`src/rtl/i2cbuf_pkg.sv`:
```
package i2cbuf_pkg;
  localparam int REG_W = 32;

  typedef enum logic [1:0] {
    RA_CTRL = 2'd0,
    RA_STAT = 2'd1,
    RA_DATA = 2'd2,
    RA_MON  = 2'd3
  } reg_addr_e;

  localparam int CB_XFER = 0;
  localparam int CB_NACK = 1;
  localparam int CB_DIR  = 2;
  localparam int CB_TXIE = 3;
  localparam int CB_RXIE = 4;
  localparam int CTRL_BITS = 5;

  localparam int SB_TXE = 0;
  localparam int SB_RXF = 1;

  // sticky flag: set wins over clear
  function automatic logic flag_next(logic cur, logic set, logic clr);
    return set | (cur & ~clr);
  endfunction

  function automatic logic irq_gate(logic flag, logic en);
    return flag & en;
  endfunction
endpackage

```
`src/rtl/i2cbuf_sync.sv`:
```
module i2cbuf_sync #(
  parameter int WIDTH = 2,
  parameter int STAGES = 2,
  parameter logic [WIDTH-1:0] RST_VAL = '1
) (
  input  logic             clk,
  input  logic             rst_n,
  input  logic [WIDTH-1:0] d,
  output logic [WIDTH-1:0] q
);
  for (genvar b = 0; b < WIDTH; b++) begin : g_bit
    logic [STAGES-1:0] sh;
    always_ff @(posedge clk or negedge rst_n) begin
      if (!rst_n) sh <= {STAGES{RST_VAL[b]}};
      else        sh <= {sh[STAGES-2:0], d[b]};
    end
    assign q[b] = sh[STAGES-1];
  end
endmodule

```
`src/rtl/i2cbuf_hs.sv`:
```
module i2cbuf_hs (
  input  logic clk,
  input  logic rst_n,
  input  logic dir_tx,
  input  logic xfer,
  input  logic stop_pend,
  input  logic eng_done,
  input  logic rx_read,
  output logic load,
  output logic stretch,
  output logic done_tx,
  output logic done_rx,
  output logic rx_unread
);
  logic busy_q, pend_q, unread_q;
  logic done_ok;

  assign done_ok = eng_done & busy_q;
  assign done_tx = done_ok & dir_tx;
  assign done_rx = done_ok & ~dir_tx;
  assign load    = xfer & ~busy_q & (dir_tx | ~unread_q);

  always_comb begin
    if (dir_tx) stretch = pend_q & ~xfer & ~stop_pend;
    else        stretch = pend_q & (unread_q | ~xfer);
  end

  always_ff @(posedge clk or negedge rst_n) begin
    if (!rst_n) begin
      busy_q   <= 1'b0;
      pend_q   <= 1'b0;
      unread_q <= 1'b0;
    end else begin
      if (load)         busy_q <= 1'b1;
      else if (done_ok) busy_q <= 1'b0;
      if (done_ok)      pend_q <= 1'b1;
      else if (load)    pend_q <= 1'b0;
      unread_q <= i2cbuf_pkg::flag_next(unread_q, done_rx, rx_read);
    end
  end

  assign rx_unread = unread_q;
endmodule

```
`src/rtl/i2cbuf_regs.sv`:
```
module i2cbuf_regs import i2cbuf_pkg::*; #(
  parameter int DATA_W = 8
) (
  input  logic              clk,
  input  logic              rst_n,
  input  logic              reg_wr,
  input  logic [1:0]        reg_addr,
  input  logic [DATA_W-1:0] reg_wdata,
  input  logic              eng_load,
  input  logic              done_tx,
  input  logic              done_rx,
  input  logic [DATA_W-1:0] eng_rx_data,
  output logic              xfer_q,
  output logic              nack_q,
  output logic              dir_q,
  output logic              txie_q,
  output logic              rxie_q,
  output logic              txe_q,
  output logic              rxf_q,
  output logic [DATA_W-1:0] data_q
);
  logic wr_ctrl, wr_stat, wr_data;

  assign wr_ctrl = reg_wr && (reg_addr == RA_CTRL);
  assign wr_stat = reg_wr && (reg_addr == RA_STAT);
  assign wr_data = reg_wr && (reg_addr == RA_DATA);

  always_ff @(posedge clk or negedge rst_n) begin
    if (!rst_n) begin
      xfer_q <= 1'b0;
      nack_q <= 1'b0;
      dir_q  <= 1'b0;
      txie_q <= 1'b0;
      rxie_q <= 1'b0;
      txe_q  <= 1'b0;
      rxf_q  <= 1'b0;
      data_q <= '0;
    end else begin
      if (wr_ctrl) begin
        xfer_q <= reg_wdata[CB_XFER];
        nack_q <= reg_wdata[CB_NACK];
        dir_q  <= reg_wdata[CB_DIR];
        txie_q <= reg_wdata[CB_TXIE];
        rxie_q <= reg_wdata[CB_RXIE];
      end else if (eng_load) begin
        xfer_q <= 1'b0;
      end
      txe_q <= flag_next(txe_q, done_tx, wr_stat & reg_wdata[SB_TXE]);
      rxf_q <= flag_next(rxf_q, done_rx, wr_stat & reg_wdata[SB_RXF]);
      if (done_rx)      data_q <= eng_rx_data;
      else if (wr_data) data_q <= reg_wdata;
    end
  end
endmodule

```
`src/rtl/i2cbuf_ctrl.sv`:
```
module i2cbuf_ctrl import i2cbuf_pkg::*; #(
  parameter int DATA_W = 8,
  parameter int SYNC_STAGES = 2
) (
  input  logic              clk,
  input  logic              rst_n,
  input  logic              reg_wr,
  input  logic              reg_rd,
  input  logic [1:0]        reg_addr,
  input  logic [DATA_W-1:0] reg_wdata,
  output logic [REG_W-1:0]  reg_rdata,
  output logic              eng_load,
  output logic [DATA_W-1:0] eng_tx_data,
  output logic              eng_ack_ctl,
  output logic              eng_stretch,
  input  logic              eng_done,
  input  logic [DATA_W-1:0] eng_rx_data,
  input  logic              eng_stop_pend,
  input  logic              scl_pin,
  input  logic              sda_pin,
  output logic              irq_txe,
  output logic              irq_rxf
);
  localparam int MON_W = 2;

  logic xfer_w, nack_w, dir_w, txie_w, rxie_w, txe_w, rxf_w;
  logic [DATA_W-1:0] data_w;
  logic done_tx_w, done_rx_w, rx_unread_w;
  logic data_rd_w, ctrl_wr_w;
  logic [MON_W-1:0] mon_w;

  assign data_rd_w = reg_rd && (reg_addr == RA_DATA);
  assign ctrl_wr_w = reg_wr && (reg_addr == RA_CTRL);

  i2cbuf_regs #(.DATA_W(DATA_W)) u_regs (
    .clk(clk), .rst_n(rst_n), .reg_wr(reg_wr), .reg_addr(reg_addr),
    .reg_wdata(reg_wdata), .eng_load(eng_load), .done_tx(done_tx_w),
    .done_rx(done_rx_w), .eng_rx_data(eng_rx_data), .xfer_q(xfer_w),
    .nack_q(nack_w), .dir_q(dir_w), .txie_q(txie_w), .rxie_q(rxie_w),
    .txe_q(txe_w), .rxf_q(rxf_w), .data_q(data_w)
  );

  i2cbuf_hs u_hs (
    .clk(clk), .rst_n(rst_n), .dir_tx(dir_w), .xfer(xfer_w),
    .stop_pend(eng_stop_pend), .eng_done(eng_done), .rx_read(data_rd_w),
    .load(eng_load), .stretch(eng_stretch), .done_tx(done_tx_w),
    .done_rx(done_rx_w), .rx_unread(rx_unread_w)
  );

  i2cbuf_sync #(.WIDTH(MON_W), .STAGES(SYNC_STAGES), .RST_VAL(2'b11)) u_sync (
    .clk(clk), .rst_n(rst_n), .d({scl_pin, sda_pin}), .q(mon_w)
  );

  assign eng_tx_data = data_w;
  assign eng_ack_ctl = nack_w;
  assign irq_txe     = irq_gate(txe_w, txie_w);
  assign irq_rxf     = irq_gate(rxf_w, rxie_w);

  always_comb begin
    reg_rdata = '0;
    case (reg_addr)
      RA_CTRL: reg_rdata[CTRL_BITS-1:0] = {rxie_w, txie_w, dir_w, nack_w, xfer_w};
      RA_STAT: reg_rdata[1:0] = {rxf_w, txe_w};
      RA_DATA: reg_rdata[DATA_W-1:0] = data_w;
      default: reg_rdata[MON_W-1:0] = mon_w;
    endcase
  end
endmodule

```
`config.mk`:
```
export PLATFORM = sky130hd
export DESIGN_NAME = i2cbuf_ctrl
export DESIGN_NICKNAME = d
export VERILOG_FILES = /design/src/rtl/i2cbuf_pkg.sv /design/src/rtl/i2cbuf_sync.sv /design/src/rtl/i2cbuf_hs.sv /design/src/rtl/i2cbuf_regs.sv /design/src/rtl/i2cbuf_ctrl.sv
export SDC_FILE = /design/constraint.sdc
export NUM_CORES = 1
export LEC_CHECK = 0
export BUFFER_PORTS_ARGS = -buffer_cell sky130_fd_sc_hd__buf_2
export CAP_MARGIN = 20
export CORE_UTILIZATION = 43
export CTS_CLUSTER_SIZE = 30
export DETAILED_ROUTE_END_ITERATION = 10
export GPL_ROUTABILITY_DRIVEN = 0
export PLACE_DENSITY = 0.78
export SYNTH_ARGS = -nofsm -noshare
export SYNTH_HDL_FRONTEND = slang
export SYNTH_SLANG_ARGS = --single-unit
```
`constraint.sdc`:
```
create_clock -name clk -period 1.61 [get_ports clk]
set_clock_uncertainty 0.15 [all_clocks]
set_input_delay 0.0805 -clock clk [delete_from_list [all_inputs] [get_ports clk]]
set_output_delay 0.0805 -clock clk [all_outputs]
set_load 0.02 [all_outputs]
```
==> results of run 1 <==
worst max-delay path, stage by stage (launching register included):
cell and delay, ns:
sky130_fd_sc_hd__dfrtp_1 0.44, sky130_fd_sc_hd__mux4_2 0.49, sky130_fd_sc_hd__buf_6 0.15
report_power, final:
| group | internal, W | switching, W | leakage (nW) |
|---|---|---|---|
| registers | 0.000693 | 0.000106 | 0.261 |
| clock network | 0.0000969 | 0.000167 | 0.0150 |
| logic | 0.000365 | 0.000433 | 0.616 |
| total | 0.00115 | 0.000707 | 0.892 |
through the flow:
stage | total power (W) | hold WS [ns] | util | worst slack (ns) | std cells
floorplan | 0.00127 | -0.365 | - | 0.0860 | 147
global placement | 0.00143 | -0.0931 | 0.510 | 0.312 | 198
detailed placement | 0.00145 | -0.0810 | 0.510 | 0.295 | 198
CTS | 0.00179 | 0.0289 | 0.608 | -0.0488 | 226
global route | 0.00197 | 0.0791 | 0.627 | -0.0826 | 229
finish | 0.00186 | 0.0461 | 0.627 | -0.0125 | 229
how the worst min path moves through the flow:
stage | endpoint | slack (ns)
floorplan | u_hs.busy_q | -0.37
global placement | u_regs.data_q[3] | -0.09
detailed placement | u_regs.txie_q | -0.08
CTS | u_regs.rxf_q | 0.03
global route | u_regs.rxf_q | 0.08
finish | u_regs.rxf_q | 0.05
cells by family after synthesis:
group                  after synthesis
and+or+nand+nor                     48
buffers and inverters               29
DFF                                 22
AOI/OAI and AO/OA                   15
muxes                                9
other                                1
layout by cell type, fill, tap and decap left out:
| cell type | n |
|---|---|
| sky130_fd_sc_hd__nand2_1 | 20 |
| sky130_fd_sc_hd__clkbuf_1 | 1 |
| sky130_fd_sc_hd__dfrtp_2 | 1 |
| sky130_fd_sc_hd__dfstp_2 | 4 |
| sky130_fd_sc_hd__o22ai_1 | 1 |
| sky130_fd_sc_hd__dfrtp_1 | 17 |
| sky130_fd_sc_hd__mux2i_1 | 3 |
| sky130_fd_sc_hd__and2b_1 | 1 |
| sky130_fd_sc_hd__a21oi_1 | 1 |
| sky130_fd_sc_hd__buf_4 | 7 |
| sky130_fd_sc_hd__o21ai_0 | 2 |
| sky130_fd_sc_hd__dlygate4sd3_1 | 22 |
| sky130_fd_sc_hd__buf_6 | 4 |
| sky130_fd_sc_hd__a31oi_1 | 8 |
| sky130_fd_sc_hd__a21o_1 | 1 |
| sky130_fd_sc_hd__conb_1 | 24 |
| sky130_fd_sc_hd__a32o_1 | 1 |
| sky130_fd_sc_hd__nor2b_4 | 2 |
| sky130_fd_sc_hd__mux4_2 | 2 |
| sky130_fd_sc_hd__nor3b_4 | 1 |
| sky130_fd_sc_hd__nand4b_1 | 2 |
| sky130_fd_sc_hd__buf_2 | 42 |
| sky130_fd_sc_hd__a21bo_2 | 1 |
| sky130_fd_sc_hd__clkbuf_4 | 3 |
| sky130_fd_sc_hd__nor3b_2 | 1 |
| sky130_fd_sc_hd__and3b_2 | 1 |
| sky130_fd_sc_hd__nand3b_1 | 2 |
| sky130_fd_sc_hd__and2_1 | 6 |
| sky130_fd_sc_hd__inv_1 | 1 |
| sky130_fd_sc_hd__mux2_2 | 4 |
| sky130_fd_sc_hd__nor2_1 | 12 |
area by class of cell:
cell class                      instances  area (µm²)  share of cell area
Inverter                                1        3.75             0.00217
Sequential cell                        22         557               0.322
Tap cell                               31        38.8              0.0224
Clock buffer                            4        26.3              0.0152
Timing Repair Buffer                   75         528               0.305
Multi-Input combinational cell         96         576               0.333
routing by layer:
metal,wire length [µm],GRT usage,part of all wire,up-vias
met3,221,0.0326,0.075,9
met5,0,0,0,-
met2,1460,0.308,0.50,61
met1,1170,0.228,0.40,533
li1,-,-,-,518
met4,93,0.101,0.032,0
what timing repair did:
action,4_1_cts,5_1_grt
resized for setup,2,13
hold endpoints to repair,42,0
pin swaps,0,3
setup buffers,2,3
hold buffers,22,0
setup endpoints to repair,3,4
==> flow_summary.toml, run 1 <==
[worst_setup_path]
reg2reg_slack_ns = 0.31
critPathArrivalTime_ns = 1.39
r2r-start = "u_regs.dir_q"
crit_path_end_kind = "output port"
crit_start = "u_regs.xfer_q"
type_of_origin_of_the_critical_path = "flop"
type_of_the_setup_path_with_the_least_slack = "reg2out"
required_time_of_the_worst_setup_path_ns = 1.38
worst_setup_path_endpoint = "reg_rdata[0]"
r2r_cells = 4
path_max_fanout = 3
rr_endpoint = "u_regs.data_q[0]"

[synthesis]
synth.mux.area_fraction = 0.102
synth_top_cell_by_area = "sky130_fd_sc_hd__dfrtp_1"
synthDominantCellAreaShare = 0.361
post_synth_most_frequent_cells = "sky130_fd_sc_hd__buf_4 (25), sky130_fd_sc_hd__nand2_1 (20), sky130_fd_sc_hd__dfrtp_1 (18)"
most_numerous_cell_in_the_yosys_netlist = "sky130_fd_sc_hd__buf_4"
synth_top_family_by_area = "simple AND/OR/NAND/NOR gates"
syn-instance-count = 124
synth.area.top_cells = "sky130_fd_sc_hd__dfrtp_1 (36%), sky130_fd_sc_hd__buf_4 (15%), sky130_fd_sc_hd__dfstp_2 (8.4%)"
synth_simple_gate_area_share = 0.198
yosys.area_share.adder = 0
cell_area_synth_um2 = 1250
synthXorXnorAreaFrac = 0
synth_area_per_cell_um2 = 10.1
yosysUniqueCellTypes = 28
postSynth.topFlopCell = "sky130_fd_sc_hd__dfrtp_1"
synth.yosys.seq_area_share = 0.445
ys_seq_elements = 22
complex_gate_fraction_of_the_synthesized_area = 0.0792
synth_warnings = 0
ys_async_sr_fraction = 1.00
synth-edff-count = 0

[power_and_ir_drop]
pwr_density_cell_nw_per_um2 = 1080
irDropWorstVdd_v = 0.000753
reported_leakage_power_nw = 0.892

[timing]
final_max_slew_viol_count = 0
max_clock_freq_mhz = 616
period_utilisation_layout = 1.01
final_period_minus_worst_setup_slack_ns = 1.62
postLayoutSetupSlackWorst_ns = -0.0125
setup_tns_ns = -0.0125
final-setup-viol-count = 1
grt_setup_unrepaired = "yes"
report.final.hold_viol_count = 0

[min_path]
hold_class = "in2reg"
worst_min_delay_path_startpoint = "reg_addr[0]"
worst_hold_path.num_cells = 4

[layout]
largest_registers = "u_regs.data_q x8, u_sync.g_bit.sh x4"
syn_to_final_growth_pct = 38.6
fin_nets = 225
regMostFlops = "u_regs.data_q"
finalInstanceArea_um2 = 1730
layout-drive-gt1-share = 0.369
fill_cells = 236
antennaDiodeCount = 0
number_of_flip_flops_in_the_largest_register = 8

[job]
maxCapViolCount = 0

[route]
vias_per_cell = 4.90
initialDrtViolationCount = 14
via_count = 1121
post_drt_wl_per_cell_um = 12.8
post-route-drc-count = 0
postRouteWirelength_mm = 2.94
antenna_violating_nets_post_route = 0
dr.pass1.iters = 4

[placement]
dp_hpwl_mm = 1.91
placement.io_buffers = 46
post_dp_cell_area_um2 = 1410

[run_status]
failing_checks = "setup timing"
run_status = "complete, but fails checks"

[global_routing]
grt_antenna_before_repair = 0
grt_pass1_wl_mm = 4.49
vias_in_the_first_global_route = 1033
globalRouteOverflowTotal = 0
grt_max_degree = 23
grt_usage = 0.185

[floorplanning]
fp.dieH_um = 55.9
std_cell_rows = 19
core_region_area_um2 = 2760
die_area_um2 = 3120
initial_core_util = 0.452
top_level_ports = 71
die_w_um = 55.9

[clock_network]
cts_tree = "done"
clockRootBuffer = "sky130_fd_sc_hd__clkbuf_4"
clkSlewWorstSetupHoldPaths_ns = 0.13
clkLatencyLatePin_ns = 0.32
clock_sink_count = 22
htree_num_levels = 1
cts.path.max_buffers = 2
numCtsBuffers = 3
Power figures use the tool's default switching activity.
==> run 2, diff against run 1 <==
ABC_AREA = 1   (was not set)
CORE_UTILIZATION = 44   (was 43)
PLACE_DENSITY = 0.79   (was 0.78)
==> run 2 against run 1 <==
The flow finishes with violations (DRC); sequential cell count stayed put; first-iteration DRC count rose to 4.2 times the previous value; clock-buffer cell count shrank 1; critical endpoint is now eng_load; largest cell class unchanged; cell count rose by 18%; design area grew 3.7%; critical path type unchanged; area after synthesis is 7.3% higher.
==> flow_summary.toml, run 2 <==
[clock_network]
clock_sink_count = 22
numCtsBuffers = 3
cts_tree = "done"
htree_num_levels = 1
cts.path.max_buffers = 2
clockRootBuffer = "sky130_fd_sc_hd__clkbuf_4"
clkSlewWorstSetupHoldPaths_ns = 0.12
clkLatencyLatePin_ns = 0.30

[floorplanning]
initial_core_util = 0.473
die_w_um = 57.2
std_cell_rows = 19
top_level_ports = 71
fp.dieH_um = 57.2
die_area_um2 = 3270
core_region_area_um2 = 2830

[global_routing]
grt_usage = 0.187
vias_in_the_first_global_route = 1074
grt_pass1_wl_mm = 4.68
grt_antenna_before_repair = 0
globalRouteOverflowTotal = 0
grt_max_degree = 23

[worst_setup_path]
critPathSlowestCell = "sky130_fd_sc_hd__dfrtp_1"
reg2reg_slack_ns = 0.22
required_time_of_the_worst_setup_path_ns = 1.38
critical_path.cell_chain = "inv_1 -> nand3_2 -> inv_1 -> buf_4"
r2r_cells = 3
r2r-start = "u_regs.nack_q"
type_of_the_setup_path_with_the_least_slack = "reg2out"
critPathMaxStageDelay_ns = 0.52
rr_endpoint = "u_regs.nack_q"
type_of_origin_of_the_critical_path = "flop"
critPathArrivalTime_ns = 1.28
crit_top_cell = "sky130_fd_sc_hd__inv_1"
path_max_fanout = 8
crit_path_end_kind = "output port"

[synthesis]
ys_seq_elements = 22
ys_async_sr_fraction = 1.00
synth_simple_gate_area_share = 0.335
most_numerous_cell_in_the_yosys_netlist = "sky130_fd_sc_hd__nand2_1"
syn-instance-count = 169
postSynth.topFlopCell = "sky130_fd_sc_hd__dfrtp_1"
yosysUniqueCellTypes = 20
synthXorXnorAreaFrac = 0
cell_area_synth_um2 = 1340
synth.yosys.seq_area_share = 0.415
synth_top_family_by_area = "simple AND/OR/NAND/NOR gates"
synth_warnings = 0
synth-edff-count = 0
post_synth_most_frequent_cells = "sky130_fd_sc_hd__nand2_1 (56), sky130_fd_sc_hd__buf_4 (26), sky130_fd_sc_hd__dfrtp_1 (18)"
synth.mux.area_fraction = 0
yosys.area_share.adder = 0
complex_gate_fraction_of_the_synthesized_area = 0.0355
synthDominantCellAreaShare = 0.336
synth_area_per_cell_um2 = 7.92
synth.area.top_cells = "sky130_fd_sc_hd__dfrtp_1 (34%), sky130_fd_sc_hd__nand2_1 (16%), sky130_fd_sc_hd__buf_4 (15%)"
synth_top_cell_by_area = "sky130_fd_sc_hd__dfrtp_1"

[timing]
setup_tns_ns = 0
final_max_slew_viol_count = 0
report.final.hold_viol_count = 0
final-setup-viol-count = 0
period_utilisation_layout = 0.935
grt_setup_unrepaired = "no"
max_clock_freq_mhz = 664
final_period_minus_worst_setup_slack_ns = 1.51

[layout]
most-common-layout-cells = "sky130_fd_sc_hd__nand2_1 (56), sky130_fd_sc_hd__buf_2 (45), sky130_fd_sc_hd__dlygate4sd3_1 (25), sky130_fd_sc_hd__conb_1 (24), sky130_fd_sc_hd__dfrtp_1 (17)"
syn_to_final_growth_pct = 33.9
fin_nets = 266
layout-drive-gt1-share = 0.285
regMostFlops = "u_regs.data_q"
number_of_flip_flops_in_the_largest_register = 8
largest_registers = "u_regs.data_q x8, u_sync.g_bit.sh x4"
antennaDiodeCount = 0
most_frequent_standard_cell_in_the_layout_excluding_fill_and_tap_cells = "sky130_fd_sc_hd__nand2_1"

[job]
maxCapViolCount = 0

[min_path]
worst_min_delay_path_startpoint = "reg_wr"
timing.hold.worst_endpoint = "u_regs.dir_q"
hold_class = "in2reg"
worst_hold_path.num_cells = 3

[route]
vias_per_cell = 4.69
post_drt_wl_per_cell_um = 11.2
antenna_violating_nets_post_route = 0
initialDrtViolationCount = 59
via_count = 1267
postRouteWirelength_mm = 3.03
dr.pass1.iters = 8
post-route-drc-count = 4

[power_and_ir_drop]
reported_leakage_power_nw = 1.01
pwr_density_cell_nw_per_um2 = 1200
total_power_w = 0.00215
irDropWorstVdd_v = 0.000633

[placement]
dp_hpwl_mm = 2.17
placement.io_buffers = 46

[run_status]
run_status = "complete, but fails checks"
failing_checks = "DRC"
==> run 2: changes by cell type after synthesis, sizes merged, moves of 3 or more <==
cell,delta
nor2,-4
nand4,+7
inv,+16
nand3,+19
mux2i,-3
and2,-6
a31oi,-8
nand2,+39
mux2,-4
==> run 2: per-stage QoR <==
step	hold slack (ns)	instances	utilization	setup slack (ns)	area (µm²)
final	0.00780	270	0.634	0.104	1790
after global routing	0.00750	270	0.634	0.0115	1790
after CTS	0.00469	270	0.629	0.0520	1780
after detailed placement	-0.0791	241	0.522	0.288	1480
after global placement	-0.0836	241	0.522	0.333	1480
after floorplan	-0.365	192	-	0.406	1430
==> run 2: per-layer routing <==
layer	GRT usage	up-vias	share of wire	wire (µm)
li1	-	629	-	-
met1	0.247	587	0.44	1330
met4	0.0662	0	0.011	34
met2	0.318	47	0.50	1500
met5	0	-	0	0
met3	0.0204	4	0.053	159
==> run 2: kinds of logic (layout without fill, tap and decap cells) <==
kind of cell | Yosys count | in the layout
and+or+nand+nor | 93 | 93
buffers and inverters | 45 | 92
other | 1 | 24
DFF | 22 | 22
AOI/OAI and AO/OA | 8 | 8
==> run 2: worst max-delay path, delay by kind of cell (launching register included) <==
family,cells,cell delay (ns)
and+or+nand+nor,1,0.11
DFF,1,0.52
buffers and inverters,3,0.33
==> run 2: worst max path at each step <==
| stage | from | end | slack (ns) | cells after the start |
|---|---|---|---|---|
| 6_report | u_hs.busy_q | eng_load | 0.10 | 4 |
| 5_1_grt | u_hs.busy_q | eng_load | 0.01 | 4 |
| 4_1_cts | u_regs.dir_q | eng_load | 0.05 | 5 |
| 3_5_place_dp | u_regs.dir_q | u_regs.data_q[3] | 0.29 | 6 |
| 3_3_place_gp | u_regs.dir_q | u_regs.data_q[7] | 0.33 | 6 |
| 2_1_floorplan | u_regs.dir_q | u_regs.data_q[3] | 0.41 | 7 |
==> run 2: timing repair <==
item	4_1_cts	5_1_grt
endpoints found under the hold margin	41	0
setup endpoints to repair	0	2
buffers inserted	0	0
gates resized for setup	0	5
hold buffers	25	0
==> run 2: area by class of cell <==
cell class	instances	area, µm²
Tap cell	31	38.8
Inverter	17	71.3
Fill cell	249	1040
Multi-Input combinational cell	125	591
Sequential cell	22	557
Clock inverter	1	30.0
Timing Repair Buffer	71	483
Clock buffer	3	22.5
==> run 2: where the power goes <==
| group | internal, W | switching, W |
|---|---|---|
| clock | 0.000252 | 0.000173 |
| combinational | 0.000305 | 0.000533 |
| sequential | 0.000725 | 0.000165 |
